--- config.mk ---
export PLATFORM = sky130hd
export DESIGN_NAME = intc_daisy_node
export DESIGN_NICKNAME = d
export VERILOG_FILES = /design/src/rtl/intc_pkg.sv /design/src/rtl/intc_pend_track.sv /design/src/rtl/intc_vec_reg.sv /design/src/rtl/intc_chain_mux.sv /design/src/rtl/intc_daisy_node.sv
export SDC_FILE = /design/constraint.sdc
export NUM_CORES = 1
export LEC_CHECK = 0
export BUFFER_PORTS_ARGS = -buffer_cell sky130_fd_sc_hd__buf_2
export CAP_MARGIN = 20
export CELL_PAD_IN_SITES_DETAIL_PLACEMENT = 1
export CELL_PAD_IN_SITES_GLOBAL_PLACEMENT = 2
export CORE_MARGIN = 2
export CORE_UTILIZATION = 24
export CTS_CLUSTER_DIAMETER = 100
export DETAILED_ROUTE_END_ITERATION = 10
export PLACE_DENSITY = 0.89
export SYNTH_ARGS = -nofsm -noshare
export SYNTH_HDL_FRONTEND = slang
export SYNTH_SLANG_ARGS = --single-unit
--- constraint.sdc ---
create_clock -name clk -period 1.8 [get_ports clk]
set_input_delay 0.36 -clock clk [delete_from_list [all_inputs] [get_ports clk]]
set_output_delay 0.36 -clock clk [all_outputs]
set_load 0.02 [all_outputs]
--- src/rtl/intc_pkg.sv ---
// Shared definitions for the interrupt priority chain node.
// Assumes only that users import it before their module headers.
package intc_pkg;
    // Meaning of the pin mode input
    typedef enum logic {
        PIN_CHAIN = 1'b0,
        PIN_DISC  = 1'b1
    } pin_mode_e;
endpackage

--- src/rtl/intc_pend_track.sv ---
// Pending-request tracker: holds a local interrupt request until it is granted.
// Assumes irq_req and grant are synchronous to clk. A request that arrives in
// the grant cycle wins, so the device stays pending.
module intc_pend_track (
    input  logic clk,
    input  logic rst_n,
    input  logic irq_req,
    input  logic grant,
    output logic pend
);
    // Set on request, clear on grant, request has priority
    always_ff @(posedge clk) begin
        if (!rst_n)
            pend <= 1'b0;
        else if (irq_req)
            pend <= 1'b1;
        else if (grant)
            pend <= 1'b0;
    end
endmodule

--- src/rtl/intc_vec_reg.sv ---
// Vector register with a gated bus output.
// Assumes load is a single-cycle strobe; output is zero unless drive is high.
module intc_vec_reg #(
    parameter int VEC_W = 8
) (
    input  logic             clk,
    input  logic             rst_n,
    input  logic             load,
    input  logic [VEC_W-1:0] din,
    input  logic             drive,
    output logic [VEC_W-1:0] dout
);
    localparam logic [VEC_W-1:0] VEC_ZERO = '0;

    logic [VEC_W-1:0] vec_q;

    // Capture a new vector on load, clear on reset
    always_ff @(posedge clk) begin
        if (!rst_n)
            vec_q <= VEC_ZERO;
        else if (load)
            vec_q <= din;
    end

    // Present the vector only while the bus is granted
    always_comb begin
        dout = drive ? vec_q : VEC_ZERO;
    end
endmodule

--- src/rtl/intc_chain_mux.sv ---
// Downstream pin selector and grant decode.
// Assumes all inputs are settled within the cycle; purely combinational.
module intc_chain_mux
    import intc_pkg::*;
(
    input  logic prio_in_n,
    input  logic pend,
    input  logic iack,
    input  logic mode,
    input  logic disc_stat,
    output logic pin_out,
    output logic grant
);
    pin_mode_e mode_e;

    // Interpret the raw mode input
    always_comb begin
        mode_e = pin_mode_e'(mode);
    end

    // Pick chain or disconnect meaning for the pin
    always_comb begin
        unique case (mode_e)
            PIN_CHAIN: pin_out = pend | prio_in_n;
            PIN_DISC:  pin_out = disc_stat;
            default:   pin_out = 1'b1;
        endcase
    end

    // Grant needs acknowledge, a pending request and held priority
    always_comb begin
        grant = iack & pend & ~prio_in_n;
    end
endmodule

--- src/rtl/intc_daisy_node.sv ---
// Interrupt priority chain node: pending tracking, vector output and a
// two-mode downstream pin. Assumes the mode bit and the disconnect status are
// decoded elsewhere and arrive synchronous to clk.
module intc_daisy_node #(
    parameter int VEC_W = 8
) (
    input  logic             clk,
    input  logic             rst_n,
    input  logic             prio_in_n,
    input  logic             irq_req,
    input  logic             iack,
    input  logic             disc_mode,
    input  logic             disc_stat,
    input  logic             vec_load,
    input  logic [VEC_W-1:0] vec_data,
    output logic             prio_out,
    output logic             vec_en,
    output logic [VEC_W-1:0] vec_out
);
    logic pend_q;
    logic grant_w;

    intc_pend_track u_pend (
        .clk     (clk),
        .rst_n   (rst_n),
        .irq_req (irq_req),
        .grant   (grant_w),
        .pend    (pend_q)
    );

    intc_chain_mux u_mux (
        .prio_in_n (prio_in_n),
        .pend      (pend_q),
        .iack      (iack),
        .mode      (disc_mode),
        .disc_stat (disc_stat),
        .pin_out   (prio_out),
        .grant     (grant_w)
    );

    intc_vec_reg #(.VEC_W(VEC_W)) u_vec (
        .clk   (clk),
        .rst_n (rst_n),
        .load  (vec_load),
        .din   (vec_data),
        .drive (grant_w),
        .dout  (vec_out)
    );

    // Export the grant decode as the vector-enable port
    always_comb begin
        vec_en = grant_w;
    end
endmodule

==> out/metrics.csv, run 1 <==
metric,value,unit
cts_tree,yes,
core.rowCount,15,
drive_gt1_share,55.7,%
grt_pass1_wl,1500,microns
fin_hold_ws,0.292,ns
crit_path_start,u_pend.pend,
place_congestion,0.598,
initial_core_util,25.6,%
finClkSkew,0,ns
nFillCells,217,
routed_via_density,4.04,
tns,0,ns
cts.path.max_buffers,2,
clock_latency,0.26,ns
cp_slowest_stage_delay,0.35,ns
cp-end-kind,primary output,
syn_nets,60,
grt_pass1_vias,339,
maxSlewHeadroom,84.2,%
num_antenna_cells,0,
start_kind,flip-flop,
syn2layout_area_growth,36.1,%
nets,87,
io_buffers,25,
cts_sinks,9,
cp_data_arrival_time,1.24,ns
drv_slew,0,
dr_total_vias,384,
die_area,2220,sq um
overflow,0,
yosys_warnings,0,
path_class,reg2out,
synth_seq_cells,9,
antenna_found_initial,0,
dieWidth,47.1,microns
drtPass1Iterations,4,
ir_drop,313,uV
netlist_area,447,sq um
finalCriticalPeriod,1.60,ns
setup_violations,0,
ioPinCount,26,
hp-start,irq_req,
die_h,47.1,microns
wirelength,918,microns
ys_types,12,
hold_depth,3,
grt_max_degree,11,
numCtsBuffers,3,
worst-path-max-fanout,9,
root_buffer,clkbuf_4,
p_per_area,720,nW/um^2
syn_inst,44,
crit_required,1.44,ns
drt_iter0_drc,1,
critPathSlowestCell,dfxtp_1,
hold_buffers,0,
track_usage,10.5,%
wl_per_cell,9.66,microns
leakage,0.323,nW
cts.reportedPaths.clkPinSlew,0.07,ns
rsz0062_at_grt,false,
status,"finished, final reports clean",
ant_nets,0,
hold_viol,0,
yosysSeqAreaShare,40.3,%
period_share,88.7,%
timing.fmax,0.626,GHz
timing.rr.start,u_vec.vec_q[7],
worstPathCellList,and3b_2 -> and2_4 -> buf_2,
tightest_slew,0.237,ns
stdcell_count,95,
htree_levels,1,
hold_path.class,in2reg,
dp_hpwl,723,microns
cap_violations,0,
synth.avg_cell_area,10.2,sq um
reg2reg_depth,2,
drc,0,
post-place-cells,91,
fp.coreArea,1750,sq um
-- worst max-delay path: cells and delay by family (launching register included) --
family	cells	cell delay [ns]
buffers and inverters	1	0.15
and+or+nand+nor	2	0.48
DFF	1	0.35
-- metrics by stage --
stage	power [mW]	utilization (%)	worst slack [ns]	area [sq um]
final	0.438	34.8	0.203	608
after detailed placement	0.287	33.2	0.193	579
after floorplan	0.264	-	0.559	447
after CTS	0.448	34.8	0.0489	607
after global placement	0.285	33.2	0.220	579
after global routing	0.472	34.8	0.123	608
-- final timing paths --
check | end | slack [ns]
setup / recovery | vec_out[6] | 0.20
hold / removal | u_pend.pend | 0.29
setup reg to reg | u_vec.vec_q[7] | 1.18
hold reg to reg | u_pend.pend | 0.48
-- layout by cell type (no fill, tap or decap) --
master and n:
buf_2 25, dfxtp_1 9, and2_4 8, mux2i_1 8, nor2b_1 8, nand2_1 3
clkbuf_4 3, o21ai_0 2, and3b_2 1, nor2_1 1, and2b_2 1, clkinv_2 1
-- sequential cells by signal, summed over array words and instances, names as in the netlist --
| register | flops |
|---|---|
| u_vec.vec_q | 8 |
| u_pend.pend | 1 |
-- cells by family after synthesis --
group / count (synthesis) / synth area share, %
simple gates: 22 / 34.2
flops: 9 / 40.3
mux: 8 / 17.9
compound gates: 2 / 2.24
buf+inv: 3 / 5.32
-- cells in the mapped netlist --
master | number | share of area (%)
mux2i_1 | 8 | 18
clkbuf_2 | 1 | 1.1
nand2_1 | 3 | 2.5
and2b_2 | 1 | 2.0
buf_6 | 1 | 2.5
and3b_1 | 1 | 2.0
and2_4 | 8 | 16
buf_4 | 1 | 1.7
nor2_1 | 1 | 0.84
nor2b_1 | 8 | 11
o21ai_0 | 2 | 2.2
dfxtp_1 | 9 | 40
-- final cells by class --
cell class | count | area [sq um] | area share, %
well taps | 25 | 31.3 | 5.14
clock buffers | 3 | 22.5 | 3.70
repair buffers | 25 | 125 | 20.6
multi-input cells | 32 | 244 | 40.1
flip-flops and latches | 9 | 180 | 29.6
clock inverters | 1 | 5.00 | 0.823
-- metal layers --
metal	GRT usage [%]	vias to the layer above	part of all wire, %
met5	0	-	0
met4	6.67	0	0
met3	5.77	0	7.8
met2	15.3	18	48
met1	11.7	174	44
li1	-	192	-
-- report_power, final --
group	switching, mW	leakage, nW	internal, mW
registers	0.00607	0.0745	0.212
logic	0.0299	0.231	0.0341
clock network	0.0738	0.0177	0.0820
-- what timing repair did --
action	4_1_cts	5_1_grt
setup buffers	0	0
endpoints found under the setup margin	0	6
gates resized for setup	0	1
(Power assumes the default switching activity.)
==> run 2, diff against run 1 <==
Settings changed: CORE_UTILIZATION 24 to 23, SYNTH_HIERARCHICAL set to 1.
==> run 2 against run 1 <==
- die area down 3.2%
- fmax increased by 0.94%
- routed wire length is 2.6% lower
- sequential share of layout area rose by 0.81 points
- final cell count did not move
- largest power group unchanged
==> out/metrics.csv, run 2 <==
metric,value,unit
status,"finished, final reports clean",
grt_max_degree,11,
dieWidth,46.4,microns
ys_types,10,
synth.avg_cell_area,10.1,sq um
wl_per_cell,9.41,microns
cap_violations,0,
cts.reportedPaths.clkPinSlew,0.06,ns
cp_slowest_stage_delay,0.34,ns
maxSlewHeadroom,84.4,%
grt_pass1_vias,379,
start_kind,flip-flop,
numCtsBuffers,3,
drv_slew,0,
finClkSkew,0,ns
power,430,uW
syn_nets,57,
core.rowCount,15,
yosys_warnings,6,
tightest_slew,0.235,ns
cts_tree,yes,
crit_path_start,u_pend/pend,
path_class,reg2out,
stdcell_count,95,
nets,87,
fp.coreArea,1710,sq um
htree_levels,1,
timing.fmax,0.632,GHz
finalCriticalPeriod,1.58,ns
synth-edff-count,0,
cts_resized,0,
hold_path.class,in2reg,
syn2layout_area_growth,43.3,%
track_usage,9.92,%
cts.path.max_buffers,2,
ir_drop,188,uV
num_antenna_cells,0,
place_congestion,0.636,
ys.flop_type,dfxtp_1,
postLayoutCoreUtil,34.7,%
clock_latency,0.25,ns
setup_violations,0,
worst-path-max-fanout,10,
synth_seq_cells,9,
cp_data_arrival_time,1.22,ns
synthTopCellsByCount,"dfxtp_1, and2_1, mux2i_1, nor2b_1",
timing.rr.start,u_pend/pend,
top_register,u_vec/vec_q,
crit_required,1.44,ns
overflow,0,
cts_sinks,9,
r2r-end,u_pend/pend,
die_h,46.4,microns
reg2reg_depth,5,
hold_buffers,0,
cp-end-kind,primary output,
final_common_cell,buf_2,
p_per_area,726,nW/um^2
leakage,0.310,nW
wirelength,894,microns
stdcell_area,592,sq um
period_share,87.9,%
post-place-cells,91,
placed_cell_area,566,sq um
syn_inst,41,
synth_top_area_cell,dfxtp_1,
ys_async_sr_fraction,0,%
io_buffers,25,
root_buffer,clkbuf_4,
ant_nets,0,
antenna_found_initial,0,
drc,0,
drtPass1Iterations,2,
largest_registers,"u_vec/vec_q x8, u_pend/pend x1",
synth_top_cell_area_share,43.6,%
tns,0,ns
grt_pass1_wl,1430,microns
critPathSlowestCell,dfxtp_1,
worstPathCellList,nand2_1 -> nor2_1 -> buf_4 -> and2_1 -> buf_2,
synth.most_common_cell,dfxtp_1,
routed_via_density,3.92,
die_area,2150,sq um
hold_viol,0,
postCtsSetupRepairBufs,0,
initial_core_util,24.2,%
reg2reg_setup_slack,0.83,ns
synthTopCellsByArea,"dfxtp_1, mux2i_1, and2_1",
netlist_area,413,sq um
rsz0062_at_grt,false,
yosysSeqAreaShare,43.6,%
dr_total_vias,372,
ioPinCount,26,
endpoint,vec_out[6],
dp_hpwl,728,microns
drive_gt1_share,42.9,%
drt_iter0_drc,1,
largest_reg_flops,8,
final_cell_mix,"buf_2, dfxtp_1, and2_1, mux2i_1, nor2b_1",
run 2: cell type report:
type                    count  area (sq um)
clock buffers               4          26.3
fillers                   218          1120
multi-input cells          31           221
flip-flops and latches      9           180
well taps                  25          31.3
repair buffers             26           133
run 2: stage by stage:
step / setup WS, ns / hold slack (ns)
final: 0.218 / 0.317
after global routing: 0.121 / 0.309
after CTS: 0.184 / 0.313
after detailed placement: 0.385 / 0.501
after global placement: 0.411 / 0.487
after floorplan: 0.160 / 0.474
run 2: cells by family after synthesis:
group	share of synthesized area, %
AO/OA/AOI/OAI	3.03
buffers and inverters	2.73
flip-flops	43.6
multiplexers	19.4
AND/OR/NAND/NOR	31.2
run 2: critical path: cells and delay by family, from the launching register on:
kind | cells | cell delay [ns]
buffers and inverters | 2 | 0.34
flip-flops | 1 | 0.34
AND/OR/NAND/NOR | 3 | 0.30
run 2: how the worst min path moves through the flow:
| stage | startpoint | to | slack [ns] | depth (start not counted) |
|---|---|---|---|---|
| detailed placement | u_vec/vec_q[4] | u_vec/vec_q[4] | 0.50 | 2 |
| finish | irq_req | u_pend/pend | 0.32 | 2 |
| global placement | u_vec/vec_q[6] | u_vec/vec_q[6] | 0.49 | 2 |
| global route | irq_req | u_pend/pend | 0.31 | 2 |
| CTS | irq_req | u_pend/pend | 0.31 | 2 |
| floorplan | u_vec/vec_q[0] | u_vec/vec_q[0] | 0.47 | 2 |
run 2: metal layers:
layer | routed length, microns | GRT usage, % | vias up | part of all wire [%]
met3 | 99 | 4.31 | 0 | 11
met2 | 421 | 17.2 | 18 | 47
met1 | 373 | 9.18 | 164 | 42
met4 | 0 | 6.86 | 0 | 0
met5 | 0 | 0 | - | 0
li1 | - | - | 190 | -
run 2: where the power goes:
part / switching (mW) / internal [mW]
Clock: 0.0652 / 0.0851
Combinational: 0.0286 / 0.0342
Sequential: 0.00515 / 0.212
Total: 0.0990 / 0.331
==> run 3, diff against run 2 <==
Settings changed: PLACE_DENSITY 0.89 to unset, PLACE_DENSITY_LB_ADDON set to 0.1.
==> run 3 against run 2 <==
- non-clock buffer count unchanged
- routed wire length is 4.6% higher
- largest power group unchanged
- die area unchanged
- hold slack improved by 0.0030 ns
- sequential share of layout area unchanged
==> out/metrics.csv, run 3 (same netlist as run 2, synthesis figures left out) <==
metric,value,unit
tightest_slew,0.242,ns
initial_core_util,24.2,%
drive_gt1_share,42.9,%
drt_iter0_drc,0,
htree_levels,1,
dpl_worst_slack,0.396,ns
postCtsSetupRepairBufs,0,
worst_slack,0.236,ns
grt_pass1_vias,352,
post-place-cells,91,
fp.coreArea,1710,sq um
hold_path.class,in2reg,
io_buffers,25,
die_h,46.4,microns
cp_slowest_stage_delay,0.35,ns
cts_resized,0,
crit_buf_inv,2,
cts_sinks,9,
drtPass1Iterations,1,
place_congestion,0.614,
worst-path-max-fanout,10,
cap_violations,0,
dieWidth,46.4,microns
power,432,uW
status,"finished, final reports clean",
worstPathCellList,nand2_1 -> nor2_1 -> buf_4 -> and2_1 -> buf_2,
cts_tree,yes,
stdcell_count,95,
root_buffer,clkbuf_4,
final_common_cell,buf_2,
numCtsBuffers,3,
p_per_area,729,nW/um^2
routed_via_density,4.00,
ioPinCount,26,
leakage,0.310,nW
start_kind,flip-flop,
largest_registers,"u_vec/vec_q x8, u_pend/pend x1",
track_usage,10.3,%
postLayoutCoreUtil,34.7,%
crit_required,1.44,ns
crit_family,flip-flops,
drv_slew,0,
nFillCells,213,
critPathSlowestCell,dfxtp_1,
overflow,0,
cts.reportedPaths.clkPinSlew,0.06,ns
wirelength,935,microns
timing.fmax,0.640,GHz
top_register,u_vec/vec_q,
nets,87,
cp_data_arrival_time,1.20,ns
antenna_found_initial,0,
drc,0,
period_share,86.9,%
wl_per_cell,9.84,microns
finalCriticalPeriod,1.56,ns
tns,0,ns
finClkSkew,0,ns
num_antenna_cells,0,
cp-end-kind,primary output,
ir_drop,361,uV
grt_max_degree,11,
largest_reg_flops,8,
final_cell_mix,"buf_2, dfxtp_1, and2_1, mux2i_1, nor2b_1",
maxSlewHeadroom,83.9,%
path_class,reg2out,
dp_hpwl,745,microns
dr_total_vias,380,
cts.path.max_buffers,2,
hold_buffers,0,
grt_pass1_wl,1480,microns
core.rowCount,15,
hold_viol,0,
setup_violations,0,
ant_nets,0,
syn2layout_area_growth,43.3,%
die_area,2150,sq um
rsz0062_at_grt,false,
clock_latency,0.25,ns
## run 3: cell counts in the layout (fill, tap and decap cells not counted)
Identical to the previous run, type by type.
## run 3: final cells by class
| type | count | area, sq um | area share [%] |
|---|---|---|---|
| Multi-Input combinational cell | 31 | 221 | 37.4 |
| Sequential cell | 9 | 180 | 30.4 |
| Timing Repair Buffer | 26 | 133 | 22.4 |
| Tap cell | 25 | 31.3 | 5.29 |
| Clock buffer | 4 | 26.3 | 4.44 |
## run 3: per-stage QoR
| stage | instance area, sq um | hold WS, ns |
|---|---|---|
| 2_1_floorplan | 413 | 0.474 |
| 3_3_place_gp | 566 | 0.489 |
| 3_5_place_dp | 566 | 0.498 |
| 4_1_cts | 592 | 0.312 |
| 5_1_grt | 592 | 0.323 |
| 6_report | 592 | 0.320 |
## run 3: final timing paths
path	startpoint	endpoint	slack, ns	cells after the start
max	u_pend/pend	vec_out[6]	0.24	5
max reg2reg	u_pend/pend	u_pend/pend	0.85	5
min reg2reg	u_vec/vec_q[4]	u_vec/vec_q[4]	0.51	2
min	irq_req	u_pend/pend	0.32	2
## run 3: power by group
group          internal [mW]  total, mW  switching (mW)
sequential             0.212      0.217         0.00541
clock                 0.0852      0.152          0.0665
combinational         0.0342     0.0630          0.0288
total                  0.331      0.432           0.101
## run 3: per-layer routing
layer  GRT usage [%]  part of all wire [%]  up-vias
li1                -                     -      195
met1            12.3                    43      172
met2            15.6                    50       13
met3            3.53                   6.7        0
met4            6.86                     0        0
met5               0                     0        -
